`src/rtl/usbls_rx_pkg.sv`:
```
`timescale 1ps/1ps
package usbls_rx_pkg;
  typedef enum logic [1:0] {
    RX_HUNT  = 2'd0,
    RX_SYNC  = 2'd1,
    RX_DATA  = 2'd2,
    RX_DRAIN = 2'd3
  } rx_state_e;

  localparam int STUFF_RUN = 6;
  localparam int BYTE_BITS = 8;
endpackage

```
`src/rtl/usbls_rx_sync.sv`:
```
`timescale 1ps/1ps
module usbls_rx_sync #(
  parameter int             WIDTH   = 2,
  parameter int             STAGES  = 2,
  parameter logic [WIDTH-1:0] RST_VAL = '0
) (
  input  logic             clk,
  input  logic             rst_n,
  input  logic [WIDTH-1:0] d_i,
  output logic [WIDTH-1:0] q_o
);
  for (genvar s = 0; s < STAGES; s++) begin : g_stage
    logic [WIDTH-1:0] q;
    if (s == 0) begin : g_first
      always_ff @(posedge clk or negedge rst_n) begin
        if (!rst_n) q <= RST_VAL;
        else        q <= d_i;
      end
    end else begin : g_next
      always_ff @(posedge clk or negedge rst_n) begin
        if (!rst_n) q <= RST_VAL;
        else        q <= g_stage[s-1].q;
      end
    end
  end

  assign q_o = g_stage[STAGES-1].q;
endmodule

```
`src/rtl/usbls_rx_phase.sv`:
```
`timescale 1ps/1ps
module usbls_rx_phase #(
  parameter int OVS = 8
) (
  input  logic clk,
  input  logic rst_n,
  input  logic dm_i,
  output logic strobe_o,
  output logic edge_o
);
  localparam int CW   = $clog2(OVS);
  localparam int HALF = OVS / 2;

  logic          dm_q;
  logic [CW-1:0] cnt_q, cnt_d;

  assign edge_o = dm_i ^ dm_q;

  always_comb begin
    if (edge_o)                        cnt_d = CW'(1);
    else if (cnt_q == CW'(OVS - 1))    cnt_d = '0;
    else                               cnt_d = cnt_q + CW'(1);
  end

  always_ff @(posedge clk or negedge rst_n) begin
    if (!rst_n) begin
      dm_q  <= 1'b1;
      cnt_q <= '0;
    end else begin
      dm_q  <= dm_i;
      cnt_q <= cnt_d;
    end
  end

  assign strobe_o = (cnt_q == CW'(HALF));

  // one sample per bit, never right after a re-centring edge
  assert_single_strobe_R5: assert property (@(posedge clk) disable iff (!rst_n)
    strobe_o |=> !strobe_o);
  assert_recenter_R5: assert property (@(posedge clk) disable iff (!rst_n)
    edge_o |=> !strobe_o);
endmodule

```
`src/rtl/usbls_rx_deser.sv`:
```
`timescale 1ps/1ps
module usbls_rx_deser
  import usbls_rx_pkg::*;
#(
  parameter int MAX_BYTES  = 16,
  parameter int SYNC_SLOTS = 12
) (
  input  logic       clk,
  input  logic       rst_n,
  input  logic       tx_active_i,
  input  logic       strobe_i,
  input  logic       edge_i,
  input  logic       dm_i,
  input  logic       dp_i,
  output logic       byte_vld_o,
  output logic [7:0] byte_o,
  output logic       pkt_end_o,
  output logic       overflow_o
);
  localparam int CNT_W  = $clog2(MAX_BYTES + 1);
  localparam int SLOT_W = $clog2(SYNC_SLOTS + 1);
  localparam int BIT_W  = $clog2(BYTE_BITS);
  localparam int RUN_W  = $clog2(STUFF_RUN + 1);

  rx_state_e       state_q, state_d;
  logic            prev_lvl_q, prev_lvl_d;
  logic            last_k_q, last_k_d;
  logic            last_j_q, last_j_d;
  logic [SLOT_W-1:0] slot_q, slot_d;
  logic [RUN_W-1:0]  ones_q, ones_d;
  logic [BIT_W-1:0]  nbits_q, nbits_d;
  logic [7:0]      acc_q, acc_d, acc_bit;
  logic [CNT_W-1:0] left_q, left_d;
  logic            se0_q, se0_d;
  logic            vld_q, vld_d;
  logic [7:0]      data_q, data_d;
  logic            end_q, end_d;
  logic            ovf_q, ovf_d;

  logic is_j, is_k, is_se0, bit_v;

  assign is_j   =  dm_i & ~dp_i;
  assign is_k   = ~dm_i &  dp_i;
  assign is_se0 = ~dm_i & ~dp_i;
  assign bit_v  = ~(dm_i ^ prev_lvl_q);

  always_comb begin
    acc_bit          = acc_q;
    acc_bit[nbits_q] = bit_v;
  end

  always_comb begin
    state_d    = state_q;
    prev_lvl_d = prev_lvl_q;
    last_k_d   = last_k_q;
    last_j_d   = last_j_q;
    slot_d     = slot_q;
    ones_d     = ones_q;
    nbits_d    = nbits_q;
    acc_d      = acc_q;
    left_d     = left_q;
    se0_d      = se0_q;
    data_d     = data_q;
    vld_d      = 1'b0;
    end_d      = 1'b0;
    ovf_d      = 1'b0;
    if (tx_active_i) begin
      state_d = RX_HUNT;
    end else begin
      unique case (state_q)
        RX_HUNT: begin
          if (edge_i && !dm_i && dp_i) begin
            state_d  = RX_SYNC;
            slot_d   = '0;
            last_k_d = 1'b0;
            last_j_d = 1'b0;
          end
        end
        RX_SYNC: begin
          if (strobe_i) begin
            slot_d   = slot_q + SLOT_W'(1);
            last_k_d = is_k;
            last_j_d = is_j;
            if (is_k && last_k_q) begin
              state_d    = RX_DATA;
              prev_lvl_d = 1'b0;
              ones_d     = '0;
              nbits_d    = '0;
              acc_d      = '0;
              left_d     = CNT_W'(MAX_BYTES);
              se0_d      = 1'b0;
            end else if ((is_j && last_j_q) || is_se0 ||
                         slot_q == SLOT_W'(SYNC_SLOTS - 1)) begin
              state_d = RX_HUNT;
            end
          end
        end
        RX_DATA: begin
          if (strobe_i) begin
            if (is_se0) begin
              if (se0_q) begin
                state_d = RX_HUNT;
                se0_d   = 1'b0;
                if (nbits_q == '0) begin
                  end_d = 1'b1;
                end else if (left_q == '0) begin
                  ovf_d = 1'b1;
                end else begin
                  vld_d  = 1'b1;
                  data_d = acc_q;
                  end_d  = 1'b1;
                end
              end else begin
                se0_d = 1'b1;
              end
            end else begin
              se0_d      = 1'b0;
              prev_lvl_d = dm_i;
              if (ones_q == RUN_W'(STUFF_RUN)) begin
                ones_d = '0;
              end else begin
                ones_d = bit_v ? ones_q + RUN_W'(1) : '0;
                if (nbits_q == BIT_W'(BYTE_BITS - 1)) begin
                  nbits_d = '0;
                  acc_d   = '0;
                  if (left_q == '0) begin
                    ovf_d   = 1'b1;
                    state_d = RX_DRAIN;
                  end else begin
                    vld_d  = 1'b1;
                    data_d = acc_bit;
                    left_d = left_q - CNT_W'(1);
                  end
                end else begin
                  nbits_d = nbits_q + BIT_W'(1);
                  acc_d   = acc_bit;
                end
              end
            end
          end
        end
        RX_DRAIN: begin
          if (strobe_i && is_se0) state_d = RX_HUNT;
        end
        default: state_d = RX_HUNT;
      endcase
    end
  end

  always_ff @(posedge clk or negedge rst_n) begin
    if (!rst_n) begin
      state_q    <= RX_HUNT;
      prev_lvl_q <= 1'b1;
      last_k_q   <= 1'b0;
      last_j_q   <= 1'b0;
      slot_q     <= '0;
      ones_q     <= '0;
      nbits_q    <= '0;
      acc_q      <= '0;
      left_q     <= '0;
      se0_q      <= 1'b0;
      vld_q      <= 1'b0;
      data_q     <= '0;
      end_q      <= 1'b0;
      ovf_q      <= 1'b0;
    end else begin
      state_q    <= state_d;
      prev_lvl_q <= prev_lvl_d;
      last_k_q   <= last_k_d;
      last_j_q   <= last_j_d;
      slot_q     <= slot_d;
      ones_q     <= ones_d;
      nbits_q    <= nbits_d;
      acc_q      <= acc_d;
      left_q     <= left_d;
      se0_q      <= se0_d;
      vld_q      <= vld_d;
      data_q     <= data_d;
      end_q      <= end_d;
      ovf_q      <= ovf_d;
    end
  end

  assign byte_vld_o = vld_q;
  assign byte_o     = data_q;
  assign pkt_end_o  = end_q;
  assign overflow_o = ovf_q;

  // data reception is entered only out of the sync walk
  assert_enter_from_sync_R2: assert property (@(posedge clk) disable iff (!rst_n)
    (state_q == RX_DATA && $past(state_q) != RX_DATA) |-> $past(state_q) == RX_SYNC);
  // a discarded slot leaves the bit position unchanged and completes no byte
  assert_unstuff_R4: assert property (@(posedge clk) disable iff (!rst_n)
    (state_q == RX_DATA && strobe_i && !is_se0 && !tx_active_i &&
     ones_q == RUN_W'(STUFF_RUN)) |=> ($stable(nbits_q) && !byte_vld_o));
  // end of packet is a single-cycle pulse
  assert_end_pulse_R6: assert property (@(posedge clk) disable iff (!rst_n)
    pkt_end_o |=> !pkt_end_o);
  // overflow never comes with a byte or an end pulse
  assert_no_overflow_mix_R8: assert property (@(posedge clk) disable iff (!rst_n)
    overflow_o |-> (!byte_vld_o && !pkt_end_o));
  // an active transmitter silences every output on the next cycle
  assert_tx_quiet_R9: assert property (@(posedge clk) disable iff (!rst_n)
    tx_active_i |=> (!byte_vld_o && !pkt_end_o && !overflow_o));
endmodule

```
`src/rtl/usbls_rx.sv`:
```
`timescale 1ps/1ps
module usbls_rx #(
  parameter int OVS         = 8,
  parameter int MAX_BYTES   = 16,
  parameter int SYNC_STAGES = 2,
  parameter int SYNC_SLOTS  = 12
) (
  input  logic       clk,
  input  logic       rst_n,
  input  logic       tx_active,
  input  logic       line_dp,
  input  logic       line_dm,
  output logic       rx_byte_vld,
  output logic [7:0] rx_byte,
  output logic       rx_pkt_end,
  output logic       rx_overflow
);
  logic [1:0] line_s;
  logic       strobe, dm_edge;

  usbls_rx_sync #(
    .WIDTH  (2),
    .STAGES (SYNC_STAGES),
    .RST_VAL(2'b10)
  ) u_sync (
    .clk  (clk),
    .rst_n(rst_n),
    .d_i  ({line_dm, line_dp}),
    .q_o  (line_s)
  );

  usbls_rx_phase #(
    .OVS(OVS)
  ) u_phase (
    .clk     (clk),
    .rst_n   (rst_n),
    .dm_i    (line_s[1]),
    .strobe_o(strobe),
    .edge_o  (dm_edge)
  );

  usbls_rx_deser #(
    .MAX_BYTES (MAX_BYTES),
    .SYNC_SLOTS(SYNC_SLOTS)
  ) u_deser (
    .clk        (clk),
    .rst_n      (rst_n),
    .tx_active_i(tx_active),
    .strobe_i   (strobe),
    .edge_i     (dm_edge),
    .dm_i       (line_s[1]),
    .dp_i       (line_s[0]),
    .byte_vld_o (rx_byte_vld),
    .byte_o     (rx_byte),
    .pkt_end_o  (rx_pkt_end),
    .overflow_o (rx_overflow)
  );
endmodule

```
`config.mk`:
```
export PLATFORM = sky130hd
export DESIGN_NAME = usbls_rx
export DESIGN_NICKNAME = d
export VERILOG_FILES = /design/src/rtl/usbls_rx_pkg.sv /design/src/rtl/usbls_rx_sync.sv /design/src/rtl/usbls_rx_phase.sv /design/src/rtl/usbls_rx_deser.sv /design/src/rtl/usbls_rx.sv
export SDC_FILE = /design/constraint.sdc
export NUM_CORES = 1
export LEC_CHECK = 0
export ABC_AREA = 1
export BUFFER_PORTS_ARGS = -buffer_cell sky130_fd_sc_hd__buf_2
export CORE_MARGIN = 4
export CORE_UTILIZATION = 41
export CTS_CLUSTER_SIZE = 16
export DETAILED_ROUTE_END_ITERATION = 7
export PLACE_DENSITY_LB_ADDON = 0.3
export SLEW_MARGIN = 20
export SYNTH_ARGS = -nofsm -noshare
export SYNTH_HDL_FRONTEND = slang
export SYNTH_SLANG_ARGS = --single-unit
```
`constraint.sdc`:
```
create_clock -name clk -period 2.2 [get_ports clk]
set_input_delay 0.11 -clock clk [delete_from_list [all_inputs] [get_ports clk]]
set_output_delay 0.11 -clock clk [all_outputs]
set_load 0.05 [all_outputs]
```
==> reports/results.tsv <==
metric	value	unit
synth_edf_count	0	
vdd_drop_max	0.512	mV
drtIter0Drc	142	
cp_slowest_cell	dfrtp_1	
fin_cells	427	
tightest_slew	0.603	ns
grtUsageTotal	14.3	%
netlist_instances	325	
cp.arrival	1.98	ns
drt-total-wl	5260	um
ys_ff_latch	48	
grt_pass1_wl	9130	um
port_buffers	15	
fmax	554	MHz
crit_type	reg -> reg	
vias	2122	
rsz0062_at_grt	false	
synth_fa_ha_area_share	7.91	%
numPlacedInstances	416	
die_x	89	um
drtAntennaViolNets	0	
yosys_warnings	0	
cp.required	2.38	ns
synth_cell_types	34	
die-area	7920	um2
reg2reg_from	u_deser.state_q[0]	
grt_overflow_total	0	
synth_area_leaders	dfrtp_1 41%, nand2_1 15%, ha_1 7.9%	
end_kind	flop	
outcome	completed	
cellPowerDensity	814	nW/um2
coreArea	6350	um2
synthMostInstantiatedCell	nand2_1	
leakagePower	0.00158	uW
synthArstFlopShare	100	%
period_minus_slack	1.81	ns
startpoint	u_deser.state_q[0]	
muxShareOfSynthArea	0.372	%
synth-simple-area-share	29.9	%
synth_seq_area_share	44.8	%
synthTopCellsByCount	105 x nand2_1, 44 x dfrtp_1, 31 x inv_1	
io_pins	16	
yosys.area_share.xor_xnor	1.30	%
setup_viol	0	
hold_path.class	in -> reg	
endpoint	u_deser.nbits_q[0]	
cts_max_level	2	
numCtsBuffers	5	
viasPerCell	4.97	
critPathMaxStageDelay	0.41	ns
die-height	89	um
r2r_slack	0.39	ns
synth_top_area_share	40.9	%
startpoint_type	flop	
hold_violations	0	
rows	29	
synth_top_family_by_area	simple AND/OR/NAND/NOR gates	
numClockSinks	48	
synth_ff_type	dfrtp_1	
worstReg2RegEnd	u_deser.nbits_q[0]	
syn_to_final_growth	11.0	%
drt_pre_antenna_iters	4	
hpwl	3910	um
n_antenna_cell	0	
period_share	82.1	%
drive_gt1_share	15.4	%
cts_tree	done	
skew	0.00949	ns
cap_violations	0	
clk_pin_slew	0.09	ns
slew_viol_final	0	
clockRootBuffer	clkbuf_8	
r2r_cells	9	
grt_pass1_vias	1992	
cts_buffer_depth	2	
critPathMaxFanout	11	
drc	0	
avgRoutedWirePerCell	12.3	um
grt_max_degree	49	
antenna_found_initial	0	
synth_largest_area_cell	dfrtp_1	
postSynthAreaPerCell	8.28	um2
crit_chain	inv_1 -> ha_1 -> buf_4 -> o21ai_1 -> nand3_4 -> nor2_8 -> inv_2 -> nand2_1 -> o21ai_2	
gp_congestion	0.812	
clk_latency	0.29	ns
initial_core_util	42.4	%
final_nets	371	
syn_nets	347	
synth-compound-area-share	9.53	%
tns	0	ns
max_slew_margin	59.8	%
netlist_area	2690	um2
timing repair:
action,CTS,global route
resized for setup,0,0
hold buffers,3,0
hold endpoints to repair,46,0
setup buffers,0,0
critical path: cells and delay by family (launching register included):
family / cells / cell delay (ns)
buf+inv: 3 / 0.38
simple gates: 3 / 0.40
compound gates: 2 / 0.27
flops: 1 / 0.41
fa+ha+maj: 1 / 0.21
routing by layer:
layer  track usage [%]  share of wire [%]
met4              2.98               0.65
met5                 0                  0
met3              2.95                3.5
met2              22.7                 45
met1              20.4                 50
logic make-up after synthesis:
family / count (synthesis)
AO/OA/AOI/OAI: 43
XOR/XNOR: 4
adder cells (fa/ha/maj): 17
buffers and inverters: 40
flip-flops: 48
multiplexers: 1
AND/OR/NAND/NOR: 172
registers in the layout (all words and copies together), names as in the netlist, 2 cells and up:
register,flops
u_deser.acc_q,8
u_deser.byte_o,8
u_deser.slot_q,4
u_deser.ones_q,3
u_sync.g_stage.q,2
u_sync.q_o,2
u_deser.left_q,5
u_deser.state_q,2
u_deser.nbits_q,3
u_phase.cnt_q,3
report_power, final:
part	internal [uW]	switching, uW
logic	253	508
registers	1010	111
clock network	256	292
total	1520	910
cells in the final DEF (no fill, tap or decap):
cell type,Yosys,final
nand2_1,105,105
dfrtp_1,44,44
inv_1,31,31
nand3_1,26,26
nor2_1,18,18
ha_1,17,17
o21ai_0,16,16
buf_2,3,15
o21ai_1,13,13
a21oi_1,6,6
clkbuf_8,0,6
nand4_1,5,5
buf_4,0,4
dfstp_2,4,4
inv_2,3,3
nor2_2,3,3
nor3_1,3,3
nand3_2,3,3
o22ai_1,3,3
dlygate4sd3_1,0,3
a21oi_4,2,2
nand2_4,2,2
xnor2_1,2,2
or2_2,2,2
xor2_1,2,2
nand4_4,1,1
clkinv_4,1,1
nand3_4,1,1
o211ai_2,1,1
nor2_8,1,1
a21oi_2,1,1
mux2i_1,1,1
nor3_4,1,1
nand2_2,1,1
o21ai_2,1,1
clkbuf_1,1,1
clkinvlp_4,0,1
metrics by stage:
stage / cell area (um2) / total power, uW / setup slack (ns) / utilization (%) / hold WS, ns
after CTS: 2990 / 2460 / 0.401 / 47.0 / 0.136
after global placement: 2860 / 1870 / 0.464 / 45.1 / 0.217
after floorplan: 2690 / 1710 / 0.629 / - / -0.186
after global routing: 2990 / 2630 / 0.226 / 47.0 / 0.184
final: 2990 / 2430 / 0.395 / 47.0 / 0.147
after detailed placement: 2860 / 1890 / 0.413 / 45.1 / 0.217
layout make-up:
| type | instances | area, um2 |
|---|---|---|
| Fill cell | 608 | 3360 |
| Clock buffer | 7 | 86.3 |
| Timing Repair Buffer | 22 | 135 |
| Sequential cell | 48 | 1210 |
| Inverter | 35 | 136 |
| Tap cell | 77 | 96.3 |
| Clock inverter | 1 | 7.51 |
| Multi-Input combinational cell | 237 | 1320 |
how the worst min path moves through the flow:
| stage | cells after the start | slack [ns] | from | to |
|---|---|---|---|---|
| after floorplan | 0 | -0.19 | rst_n | u_deser.acc_q[0] |
| after global placement | 1 | 0.22 | line_dm | u_sync.g_stage[0].q[1] |
| after detailed placement | 1 | 0.22 | line_dm | u_sync.g_stage[0].q[1] |
| after CTS | 4 | 0.14 | tx_active | u_deser.state_q[0] |
| after global routing | 4 | 0.18 | tx_active | u_deser.state_q[0] |
| final | 4 | 0.15 | tx_active | u_deser.state_q[0] |
(Power assumes the default switching activity.)
